### src/rtl/cfmon_pkg.sv
package cfmon_pkg;

   localparam int NUM_RINGS = 2;
   localparam int RING_N    = 0;
   localparam int RING_S    = 1;

   typedef enum logic [1:0] {
      RS_RUN   = 2'd0,
      RS_DRAIN = 2'd1,
      RS_HALT  = 2'd2
   } run_state_e;

   typedef enum logic [1:0] {
      BK_NONE  = 2'd0,
      BK_STAGE = 2'd1,
      BK_CTR   = 2'd2
   } bus_kind_e;

endpackage

### src/rtl/cfmon_run_ctl.sv
module cfmon_run_ctl
   import cfmon_pkg::*;
#(
   parameter int QUIET_CYC = 2
) (
   input  logic clk,
   input  logic rst_n,
   input  logic run_req,
   input  logic grant_any,
   output logic run_en,
   output logic stopped
);

   localparam int QC_W = $clog2(QUIET_CYC + 1);

   run_state_e          state_q;
   logic [QC_W-1:0]     quiet_q;

   generate
      if (QUIET_CYC < 1) begin : g_bad_quiet
         $error("cfmon_run_ctl: QUIET_CYC must be at least 1");
      end
   endgenerate

   always_ff @(posedge clk or negedge rst_n) begin
      if (!rst_n) begin
         state_q <= RS_HALT;
         quiet_q <= '0;
      end else if (run_req) begin
         state_q <= RS_RUN;
         quiet_q <= '0;
      end else begin
         unique case (state_q)
            RS_RUN: begin
               state_q <= RS_DRAIN;
               quiet_q <= '0;
            end
            RS_DRAIN: begin
               if (grant_any) begin
                  quiet_q <= '0;
               end else if (quiet_q == QC_W'(QUIET_CYC - 1)) begin
                  state_q <= RS_HALT;
               end else begin
                  quiet_q <= quiet_q + 1'b1;
               end
            end
            default: begin
               state_q <= RS_HALT;
            end
         endcase
      end
   end

   assign run_en  = (state_q == RS_RUN);
   assign stopped = (state_q == RS_HALT);

endmodule

### src/rtl/cfmon_cycle_ctr.sv
module cfmon_cycle_ctr #(
   parameter int CYC_W = 48,
   parameter int BUS_W = 32
) (
   input  logic             clk,
   input  logic             rst_n,
   input  logic             inc,
   input  logic             wr_lo,
   input  logic             wr_hi,
   input  logic [BUS_W-1:0] wdata,
   output logic [CYC_W-1:0] count
);

   localparam int HI_W = CYC_W - BUS_W;

   generate
      if (HI_W < 1 || HI_W > BUS_W) begin : g_bad_width
         $error("cfmon_cycle_ctr: CYC_W must lie in (BUS_W, 2*BUS_W]");
      end
   endgenerate

   always_ff @(posedge clk or negedge rst_n) begin
      if (!rst_n) begin
         count <= '0;
      end else if (wr_lo) begin
         count[BUS_W-1:0] <= wdata;
      end else if (wr_hi) begin
         count[CYC_W-1:BUS_W] <= wdata[HI_W-1:0];
      end else if (inc) begin
         count <= count + 1'b1;
      end
   end

endmodule

### src/rtl/cfmon_bus_dec.sv
module cfmon_bus_dec
   import cfmon_pkg::*;
#(
   parameter int NUM_STAGES = 28
) (
   input  logic [$clog2(2*NUM_STAGES):0]    addr,
   output bus_kind_e                         kind,
   output logic [$clog2(NUM_STAGES)-1:0]     stage_idx,
   output logic                              stage_dir,
   output logic                              ctr_ring,
   output logic                              ctr_hi
);

   localparam int AW       = $clog2(2*NUM_STAGES) + 1;
   localparam int IDX_W    = $clog2(NUM_STAGES);
   localparam int WORDS    = 2 * NUM_STAGES;

   generate
      if (AW < 4) begin : g_bad_map
         $error("cfmon_bus_dec: stage map too small for counter window");
      end
   endgenerate

   always_comb begin
      stage_idx = IDX_W'(addr[AW-1:1]);
      stage_dir = addr[0];
      ctr_ring  = addr[1];
      ctr_hi    = addr[0];
      if (addr < AW'(WORDS)) begin
         kind = BK_STAGE;
      end else if (addr[AW-1] && (addr[AW-2:2] == '0)) begin
         kind = BK_CTR;
      end else begin
         kind = BK_NONE;
      end
   end

endmodule

### src/rtl/cfmon_top.sv
module cfmon_top
   import cfmon_pkg::*;
#(
   parameter int NUM_STAGES = 28,
   parameter int ITEM_AW    = 2,
   parameter int COUNT_W    = 5,
   parameter int CYC_W      = 48,
   parameter int BUS_W      = 32,
   parameter int MON_BITS   = 4,
   parameter int QUIET_CYC  = 2
) (
   input  logic                                       clk,
   input  logic                                       rst_n,
   input  logic                                       run_req,
   output logic                                       run_en,
   output logic                                       stopped,
   input  logic                                       ring_grant_any,
   input  logic [1:0]                                 ring_cross,
   input  logic [1:0]                                 ring_cross_mark,
   input  logic [2*NUM_STAGES*(ITEM_AW+COUNT_W+2)-1:0] ring_state,
   output logic                                       stg_ld,
   output logic [$clog2(NUM_STAGES)-1:0]              stg_ld_idx,
   output logic                                       stg_ld_dir,
   output logic [ITEM_AW+COUNT_W+1:0]                 stg_ld_word,
   input  logic                                       bus_sel,
   input  logic                                       bus_we,
   input  logic [$clog2(2*NUM_STAGES):0]              bus_addr,
   input  logic [BUS_W-1:0]                           bus_wdata,
   output logic [BUS_W-1:0]                           bus_rdata,
   output logic                                       wr_err,
   output logic [MON_BITS-1:0]                        tap_n,
   output logic [MON_BITS-1:0]                        tap_s
);

   localparam int WORD_W = ITEM_AW + COUNT_W + 2;
   localparam int IDX_W  = $clog2(NUM_STAGES);
   localparam int HI_W   = CYC_W - BUS_W;

   generate
      if (WORD_W > BUS_W) begin : g_bad_word
         $error("cfmon_top: item word wider than bus");
      end
      if (MON_BITS < 1 || MON_BITS > CYC_W) begin : g_bad_tap
         $error("cfmon_top: MON_BITS out of range");
      end
   endgenerate

   // bus decode
   bus_kind_e          dec_kind;
   logic [IDX_W-1:0]   dec_idx;
   logic               dec_dir;
   logic               dec_ring;
   logic               dec_hi;

   cfmon_bus_dec #(.NUM_STAGES(NUM_STAGES)) u_dec (
      .addr      (bus_addr),
      .kind      (dec_kind),
      .stage_idx (dec_idx),
      .stage_dir (dec_dir),
      .ctr_ring  (dec_ring),
      .ctr_hi    (dec_hi)
   );

   // run / stop control
   cfmon_run_ctl #(.QUIET_CYC(QUIET_CYC)) u_run (
      .clk       (clk),
      .rst_n     (rst_n),
      .run_req   (run_req),
      .grant_any (ring_grant_any),
      .run_en    (run_en),
      .stopped   (stopped)
   );

   logic wr_req;
   logic wr_ok;
   assign wr_req = bus_sel && bus_we;
   assign wr_ok  = wr_req && stopped;

   // lap counters, one per ring
   logic [CYC_W-1:0] lap_q [NUM_RINGS];

   for (genvar r = 0; r < NUM_RINGS; r++) begin : g_ring
      logic hit_ctr;
      assign hit_ctr = wr_ok && (dec_kind == BK_CTR) && (dec_ring == 1'(r));

      cfmon_cycle_ctr #(.CYC_W(CYC_W), .BUS_W(BUS_W)) u_ctr (
         .clk   (clk),
         .rst_n (rst_n),
         .inc   (ring_cross[r] && ring_cross_mark[r]),
         .wr_lo (hit_ctr && !dec_hi),
         .wr_hi (hit_ctr && dec_hi),
         .wdata (bus_wdata),
         .count (lap_q[r])
      );
   end

   assign tap_n = lap_q[RING_N][MON_BITS-1:0];
   assign tap_s = lap_q[RING_S][MON_BITS-1:0];

   // stage load strobe
   always_ff @(posedge clk or negedge rst_n) begin
      if (!rst_n) begin
         stg_ld      <= 1'b0;
         stg_ld_idx  <= '0;
         stg_ld_dir  <= 1'b0;
         stg_ld_word <= '0;
      end else begin
         stg_ld <= wr_ok && (dec_kind == BK_STAGE);
         if (wr_ok && (dec_kind == BK_STAGE)) begin
            stg_ld_idx  <= dec_idx;
            stg_ld_dir  <= dec_dir;
            stg_ld_word <= bus_wdata[WORD_W-1:0];
         end
      end
   end

   // sticky error on blocked writes
   always_ff @(posedge clk or negedge rst_n) begin
      if (!rst_n) begin
         wr_err <= 1'b0;
      end else if (wr_req && !stopped) begin
         wr_err <= 1'b1;
      end
   end

   // read path
   logic [BUS_W-1:0] rd_mux;
   logic [CYC_W-1:0] rd_lap;

   always_comb begin
      rd_lap = lap_q[dec_ring];
      rd_mux = '0;
      unique case (dec_kind)
         BK_STAGE: rd_mux = BUS_W'(ring_state[{dec_idx, dec_dir}*WORD_W +: WORD_W]);
         BK_CTR:   rd_mux = dec_hi ? BUS_W'(rd_lap[CYC_W-1:CYC_W-HI_W])
                                   : rd_lap[BUS_W-1:0];
         default:  rd_mux = '0;
      endcase
   end

   always_ff @(posedge clk or negedge rst_n) begin
      if (!rst_n) begin
         bus_rdata <= '0;
      end else if (bus_sel && !bus_we) begin
         bus_rdata <= rd_mux;
      end
   end

endmodule

### config.mk
export PLATFORM = sky130hd
export DESIGN_NAME = cfmon_top
export DESIGN_NICKNAME = d
export VERILOG_FILES = /design/src/rtl/cfmon_pkg.sv /design/src/rtl/cfmon_run_ctl.sv /design/src/rtl/cfmon_cycle_ctr.sv /design/src/rtl/cfmon_bus_dec.sv /design/src/rtl/cfmon_top.sv
export SDC_FILE = /design/constraint.sdc
export NUM_CORES = 1
export LEC_CHECK = 0
export ABC_AREA = 1
export BUFFER_PORTS_ARGS = -buffer_cell sky130_fd_sc_hd__buf_2
export CELL_PAD_IN_SITES_DETAIL_PLACEMENT = 0
export CELL_PAD_IN_SITES_GLOBAL_PLACEMENT = 2
export CORE_MARGIN = 4
export CORE_UTILIZATION = 24
export DETAILED_ROUTE_END_ITERATION = 10
export PLACE_DENSITY = 0.88
export SYNTH_ARGS = -nofsm -noshare
export SYNTH_HDL_FRONTEND = slang
export SYNTH_SLANG_ARGS = --single-unit
### constraint.sdc
create_clock -name clk -period 2.2 [get_ports clk]
set_clock_uncertainty 0.2 [all_clocks]
set_input_delay 0 -clock clk [delete_from_list [all_inputs] [get_ports clk]]
set_output_delay 0 -clock clk [all_outputs]
set_load 0.005 [all_outputs]
==> out/results.ini, run 1 <==
[outcome]
status=complete, no violations

[pwr]
p_comb_share_pct=37.7
cellPowerDensity_nw_per_um2=468
p_clk_share_pct=29.1
seq_power_share_pct=33.2
power_leakage_nw=12.2
power.internal_mw=6.27
power_mw=10.4
swShare_pct=39.4
p_switching_mw=4.09
irDropWorstVdd_mv=0.581

[layout]
nets=4200
multi_input_area_um2=9840
utilization_pct=33.5
drive_above_1_share_pct=23.2
area_delta_synth_final_pct=38.2
final_cell_area_um2=22100
fillers=7684
seq_area_um2=3730
instances_no_fill=4540

[detailed_routing]
dr.pass1.iters=5
drc=0
routed_wl_um=97600
ant_nets=0
routedWlPerCell_um=21.5
vias=21500
drtIter0Drc=1822
vias_per_cell=4.74

[worst_hold_path]
holdCritPathClass=in -> reg
hold_path_depth=4
worstHoldStart=bus_addr[4]
hold_end=stg_ld_idx[3]

[setup_path]
crit_slowest_cell=dfrtp_1
cp_data_arrival_time_ps=2230
worstReg2RegEnd=g_ring[0].u_ctr.count[28]
path_max_fanout=6
r2r.worst_path.cells=8
cp_common_cell=nand2_1
required_ps=2320
r2r-start=g_ring[0].u_ctr.count[8]
critPathCaptureType=flop
crit_path_start=g_ring[0].u_ctr.count[8]
path_cells=nand2_1, nor3_1, nand2_1, nor2_1, nand2_1, xor2_1, nand2_1, nand3_1
rrSetupSlack_ps=90
slowest_delay_ps=480
path_class=reg -> reg
crit_path_start_kind=flop

[yosys]
synth_edf_count=0
syn_inst=2955
ys_seq_elements=149
synth_top_area_share_pct=27.8
synthArstFlopShare_pct=100
ys.flop_type=dfrtp_1
ys_seq_area_share_pct=23.3
syn_area_um2=16000
yosys.area.top_type=nand2_1
synth_nets=3511
synth.distinct_cells=42
synth_area_leaders=nand2_1 (28%), dfrtp_1 (23%), nand3_1 (12%)
yosys_warnings=0
postSynthAreaPerCell_um2=5.42

[clocking]
cts-root-buf=clkbuf_16
clock_tree.buffer_depth=2
h-tree-depth=4
clock_latency_ps=440
clk_pin_slew_ps=70
cts_tree=done
cts_sinks=149
numCtsBuffers=17

[place]
finalWeightedCongestion=0.960
dp.final_hpwl_um=81600
port_buffers=611
place_area_um2=20900
dpl_worst_slack_ps=-70.9
dp_cells=4438

[floorplanning]
num_rows=94
fp.dieH_um=266
core_um2=66000
initial_core_util_pct=24.3
die_w_um=266
dieArea_um2=70900
io_pins=612

[global_route]
antenna_found_initial=30
gr-total-overflow=0
grt_pass1_vias=20900
grt_start_max_net_pins=89
grt_usage_pct=26.4
grt_first_pass_wirelength_um=139000

[sta]
max_slew.worst_pin.slew_ps=708
slew_headroom_pct=52.3
fin_setup_tns_ps=0
fin_crit_sh_pct=95.8
slew_viol_final=0
hold_violations=0
final.setup.worst_slack_ps=92.1
fmax_mhz=474
finalHoldWorstSlack_ps=8.66
setup_viol=0
fin_crit_ps=2110

[run]
max_cap_violations=0

==> kinds of logic (layout without fill, tap and decap cells) <==
group                      after synthesis  in the layout  share of synthesized area (%)
xor gates and xnor gates                60             60                           3.28
AOI/OAI and AO/OA                      252            252                           9.37
and+or+nand+nor                       1859           1859                           48.1
DFF                                    149            149                           23.3
muxes                                    2              2                          0.125
adders and majority gates                3              3                          0.234
other                                    0             21                              0
buffers and inverters                  630           1330                           15.6
==> per-layer routing <==
metal | share of wire [%] | track usage (%) | vias to the layer above | wire (µm)
li1 | - | - | 10600 | -
met3 | 6.9 | 4.64 | 104 | 6740
met4 | 2.5 | 8.02 | 8 | 2440
met5 | 0.061 | 0 | - | 60
met2 | 47 | 44.3 | 888 | 46300
met1 | 43 | 34.6 | 9964 | 42000
==> what timing repair did <==
item                                   in CTS  in global routing
endpoints found under the hold margin     256                  0
pin swaps                                   0                  2
setup endpoints to repair                  23                 92
hold buffers                               48                  0
gates resized for setup                     3                 14
buffers inserted                            0                  3
==> cell type report <==
cell class | instances | area share (%)
Multi-Input combinational cell | 2176 | 44.5
Tap cell | 864 | 4.89
Timing Repair Buffer | 830 | 22.9
Clock buffer | 19 | 2.00
Sequential cell | 149 | 16.9
Antenna cell | 21 | 0.238
Inverter | 470 | 8.05
Clock inverter | 11 | 0.577
==> layout by cell type (no fill, tap or decap), types with 3 or more instances in the layout <==
master / instances
a211oi_1: 6
a211oi_2: 3
a21oi_1: 73
buf_12: 18
buf_2: 608
buf_4: 153
clkbuf_16: 17
clkinv_1: 3
clkinvlp_4: 3
dfrtp_1: 148
diode_2: 21
dlygate4sd3_1: 48
ha_1: 3
inv_1: 458
inv_2: 5
inv_6: 4
nand2_1: 1184
nand2_2: 6
nand3_1: 398
nand3_4: 3
nand4_1: 22
nor2_1: 184
nor2_2: 3
nor2_4: 3
nor3_1: 44
o211ai_1: 22
o21ai_0: 79
o21ai_1: 4
o221ai_1: 16
o22ai_1: 29
o31ai_1: 16
xnor2_1: 6
xor2_1: 54
==> cell usage after synthesis (19+ instances only) <==
cell and instances:
nor3_1 45, nand2_1 1186, buf_2 56, o211ai_1 22
buf_1 19, o22ai_1 30, o21ai_0 79, dfrtp_1 148
nand4_1 22, xor2_1 54, inv_1 460, a21oi_1 73
nor2_1 187, clkbuf_1 70, nand3_1 398
==> how the worst max path moves through the flow <==
stage | to
finish | g_ring[0].u_ctr.count[28]
global route | g_ring[0].u_ctr.count[7]
CTS | g_ring[1].u_ctr.count[23]
detailed placement | g_ring[0].u_ctr.count[16]
global placement | g_ring[0].u_ctr.count[12]
floorplan | g_ring[0].u_ctr.count[11]
==> critical path: cells and delay by family, from the launching register on <==
kind	cells	cell delay (ps)
and+or+nand+nor	7	1150
DFF	1	480
xor gates and xnor gates	1	160
==> power by group through the flow <==
stage               sequential, mW  combinational, mW  clock (mW)
detailed placement            3.47               3.80           0
global placement              3.47               3.80           0
CTS                           3.42               3.89        3.06
floorplan                     3.36               1.92           0
finish                        3.44               3.91        3.01
global route                  3.47               4.32        3.16
==> sequential cells by signal, summed over array words and instances (netlist names) <==
register            count
stg_ld_idx              5
g_ring.u_ctr.count     96
bus_rdata              32
u_run.quiet_q           2
stg_ld                  1
wr_err                  1
stg_ld_word             9
u_run.state_q           2
stg_ld_dir              1
Power figures use the tool's default switching activity.
==> inputs of run 2 (changes only) <==
CELL_PAD_IN_SITES_DETAIL_PLACEMENT = default   (was 0)
CELL_PAD_IN_SITES_GLOBAL_PLACEMENT = default   (was 2)
CORE_AREA = 4 4 237 239   (was default)
CORE_MARGIN = default   (was 4)
CORE_UTILIZATION = default   (was 24)
DIE_AREA = 0 0 241 243   (was default)
PLACE_DENSITY = 0.59   (was 0.88)
==> out/results.ini, run 2 (synthesized netlist as in run 1, its figures left out) <==
[worst_hold_path]
holdCritPathClass=in -> reg

[clocking]
cts_tree=done
cts_sinks=149
clock_latency_ps=460
clock_tree.buffer_depth=2
cts-root-buf=clkbuf_16
h-tree-depth=4
clk_pin_slew_ps=80
numCtsBuffers=17
cts_setup_buffers=0

[global_route]
antenna_found_initial=21
gr-total-overflow=0
grt_start_max_net_pins=61
grt_first_pass_wirelength_um=131000
grt_usage_pct=29.9
grt_pass1_vias=20400

[floorplanning]
core_um2=53800
fp.dieH_um=243
num_rows=85
die_w_um=241
dieArea_um2=58600
io_pins=612
initial_core_util_pct=29.8

[place]
dp.final_hpwl_um=76100
dpl_worst_slack_ps=6.76
finalWeightedCongestion=1.03
port_buffers=611
dp_cells=4261

[pwr]
p_clk_share_pct=30.4
swShare_pct=40.1
power_mw=10.5
p_switching_mw=4.21
irDropWorstVdd_mv=0.591
p_comb_share_pct=36.9
seq_power_share_pct=32.7
power.internal_mw=6.30
power_leakage_nw=12.2
cellPowerDensity_nw_per_um2=479

[sta]
fin_setup_tns_ps=0
fin_crit_ps=2120
slew_headroom_pct=53.1
slew_viol_final=0
fin_crit_sh_pct=96.6
setup_viol=0
max_slew.worst_pin.slew_ps=702
finalHoldWorstSlack_ps=11.7
rsz0062_at_grt=false
hold_violations=0
final.setup.worst_slack_ps=75.7
fmax_mhz=471

[layout]
top_register=g_ring.u_ctr.count
instances_no_fill=4358
largest_register_ffs=96
layout_commonest_cell=nand2_1
area_delta_synth_final_pct=37.1
mostFrequentLayoutCells=nand2_1 (1186), buf_2 (608), inv_1 (459)
nets=4190
drive_above_1_share_pct=22.9
reg_top3=g_ring.u_ctr.count x96, bus_rdata x32, stg_ld_word x9

[setup_path]
path_class=reg -> reg
path_max_fanout=14
critPathCaptureType=flop
required_ps=2340
crit_path_start_kind=flop
cp_data_arrival_time_ps=2260

[detailed_routing]
vias_per_cell=4.97
drtIter0Drc=1855
routedWlPerCell_um=21.1
vias=21700
ant_nets=0
routed_wl_um=92000
dr.pass1.iters=5
drc=0

[run]
max_cap_violations=0

[outcome]
status=complete, no violations

## run 2: final timing paths
path                                        from                         to  slack, ps  depth (start not counted)
worst max-delay path            u_run.state_q[1]  g_ring[1].u_ctr.count[35]         80                         11
worst min-delay path                 bus_addr[1]   g_ring[1].u_ctr.count[5]         10                          4
worst max register to register  u_run.state_q[1]  g_ring[1].u_ctr.count[35]         80                         11
worst min register to register            wr_err                     wr_err        280                          1
max in group asynchronous                  rst_n  g_ring[0].u_ctr.count[22]        990                          4
min in group asynchronous                  rst_n              bus_rdata[30]        470                          4
## run 2: cell type report
class,count,area [µm²]
fill,6057,31800
multi-input combinational,2176,9820
tap,696,871
timing repair buffer,820,5110
clock inverter,15,186
antenna,15,37.5
inverter,470,1780
sequential,149,3730
clock buffer,17,425
## run 2: per-layer routing
layer  track usage (%)  wire length (µm)
met1              39.0             37900
met2              50.0             43200
met3              4.46              7150
met4              10.8              3780
met5                 0                41
## run 2: timing repair
action	4_1_cts	5_1_grt
setup endpoints to repair	11	92
pin swaps	0	1
resized for setup	3	5
hold buffers	50	0
endpoints found under the hold margin	262	0
## run 2: power by group through the flow
stage	combinational (mW)	sequential (mW)	clock (mW)
after floorplan	1.92	3.36	0
after global placement	3.75	3.48	0
after detailed placement	3.75	3.47	0
after CTS	3.84	3.42	3.20
after global routing	4.27	3.47	3.31
final	3.88	3.44	3.20
## run 2: stage by stage
step	utilization (%)	area, µm²
after floorplan	-	16000
after global placement	38.6	20800
after detailed placement	38.6	20800
after CTS	40.7	21900
after global routing	40.8	21900
final	40.8	22000
## run 2: critical path: stages, from the launching register on
cell and delay, ps:
dfstp_2 550, inv_2 50, nor2_4 110, nand3_4 120, nor2_8 160, buf_4 160, nand3_2 120, nand2_1 150
buf_12 150, inv_1 80, nand2_1 70, nand3_1 80
==> inputs of run 3 (changes only) <==
clock period = 2.4 ns   (was 2.2 ns; I/O delays follow)
==> out/results.ini, run 3 (synthesized netlist as in run 1, its figures left out) <==
[outcome]
status=complete, no violations

[layout]
top_register=g_ring.u_ctr.count
instances_no_fill=4291
mostFrequentLayoutCells=nand2_1 (1186), buf_2 (608), inv_1 (458)
utilization_pct=39.5
seq_area_um2=3730
fillers=6029
area_delta_synth_final_pct=32.8
largest_register_ffs=96
final_cell_area_um2=21300
layout_commonest_cell=nand2_1
reg_top3=g_ring.u_ctr.count x96, bus_rdata x32, stg_ld_word x9
drive_above_1_share_pct=21.6
nets=4126
multi_input_area_um2=9800

[clocking]
clk_pin_slew_ps=80
numCtsBuffers=17
cts-root-buf=clkbuf_16
h-tree-depth=4
clock_latency_ps=450
cts_sinks=149
cts_tree=done
clock_tree.buffer_depth=2

[pwr]
irDropWorstVdd_mv=0.621
cellPowerDensity_nw_per_um2=438
power_mw=9.32
power_leakage_nw=11.8

[global_route]
grt_first_pass_wirelength_um=130000
antenna_found_initial=20
grt_start_max_net_pins=119
grt_pass1_vias=20100
gr-total-overflow=0
grt_usage_pct=29.4

[place]
dp.final_hpwl_um=74400
finalWeightedCongestion=1.05
port_buffers=611
dp_cells=4198
dpl_worst_slack_ps=129
place_area_um2=20100

[sta]
setup_viol=0
rsz0062_at_grt=true
max_slew.worst_pin.slew_ps=712
slew_headroom_pct=52.4
final.setup.worst_slack_ps=119
fin_setup_tns_ps=0
hold_violations=0
fin_crit_ps=2280
finalHoldWorstSlack_ps=4.57
fmax_mhz=438
slew_viol_final=0
fin_crit_sh_pct=95.0

[setup_path]
crit_path_start_kind=flop
slowest_delay_ps=550
path_cells=inv_2, nor2_2, nand3_2, nor2_8, nand2_2, nand2_4, inv_1, buf_4, nand2_1, o211ai_1
cp_top_family=simple AND/OR/NAND/NOR gates
required_ps=2500
crit_path_start=u_run.state_q[1]
crit_slowest_cell=dfstp_2
path_max_fanout=16
critPathCaptureType=flop
rrSetupSlack_ps=120
path_class=reg -> reg
r2r-start=u_run.state_q[1]
cp_data_arrival_time_ps=2380
worst-path-buf-inv=3

[detailed_routing]
vias=21400
top_layer=met5
routed_wl_um=90500
ant_nets=0
drc=0
routedLengthMet1_um=37300
dr.pass1.iters=6
routedWlPerCell_um=21.1
vias_per_cell=4.99
drtIter0Drc=1984
wl_met3_um=7580
dr_wl_met2_um=41500

[floorplanning]
core_um2=53800
io_pins=612
num_rows=85
die_w_um=241
fp.dieH_um=243
initial_core_util_pct=29.8
dieArea_um2=58600

[worst_hold_path]
worstHoldStart=ring_state[397]
holdCritPathClass=in -> reg

[run]
max_cap_violations=0

[run 3: cell count changes in the layout (fill, tap and decap cells not counted), moves of 2 or more]
cell	before	now
buf_4	132	84
buf_12	27	13
diode_2	15	12
inv_6	6	3
clkinv_4	1	3
dlygate4sd3_1	49	47
inv_2	5	7
inv_8	5	7
[run 3: final timing paths]
path                                             endpoint  cells past startpoint
worst max-delay path            g_ring[1].u_ctr.count[12]                     10
worst min-delay path                         bus_rdata[1]                     11
worst max register to register  g_ring[1].u_ctr.count[12]                     10
worst min register to register              stg_ld_idx[2]                      2
max in group asynchronous                u_run.state_q[1]                      4
min in group asynchronous                   bus_rdata[29]                      4
[run 3: routing by layer]
layer,global-route usage [%],vias to the layer above
met3,4.84,157
met1,39.1,9792
li1,-,10400
met5,0,-
met2,47.3,1035
met4,12.3,8
[run 3: layout make-up]
type                    count  area share [%]
inverters                 470            8.35
flip-flops and latches    149            17.5
well taps                 696            4.10
repair buffers            756            21.0
clock inverters            15           0.759
clock buffers              17            2.00
diodes                     12           0.141
multi-input cells        2176            46.1
[run 3: power breakdown]
group | internal, mW | switching, mW | leakage (nW) | total, mW
Clock | 1.48 | 1.31 | 0.286 | 2.78
Combinational | 1.26 | 2.07 | 9.57 | 3.32
Sequential | 2.79 | 0.421 | 1.99 | 3.22
Total | 5.53 | 3.79 | 11.8 | 9.32
[run 3: worst reg2reg max path: cells and delay by family (launching register included)]
kind            cells  cell delay [ps]
compound gates      1               90
flops               1              550
buf+inv             3              440
simple gates        6              860
[run 3: timing repair]
item                       in CTS  in global routing
gates resized for setup         0                  3
buffers inserted                0                  1
hold endpoints to repair      262                  0
hold buffers                   48                  0
setup endpoints to repair       0                 19
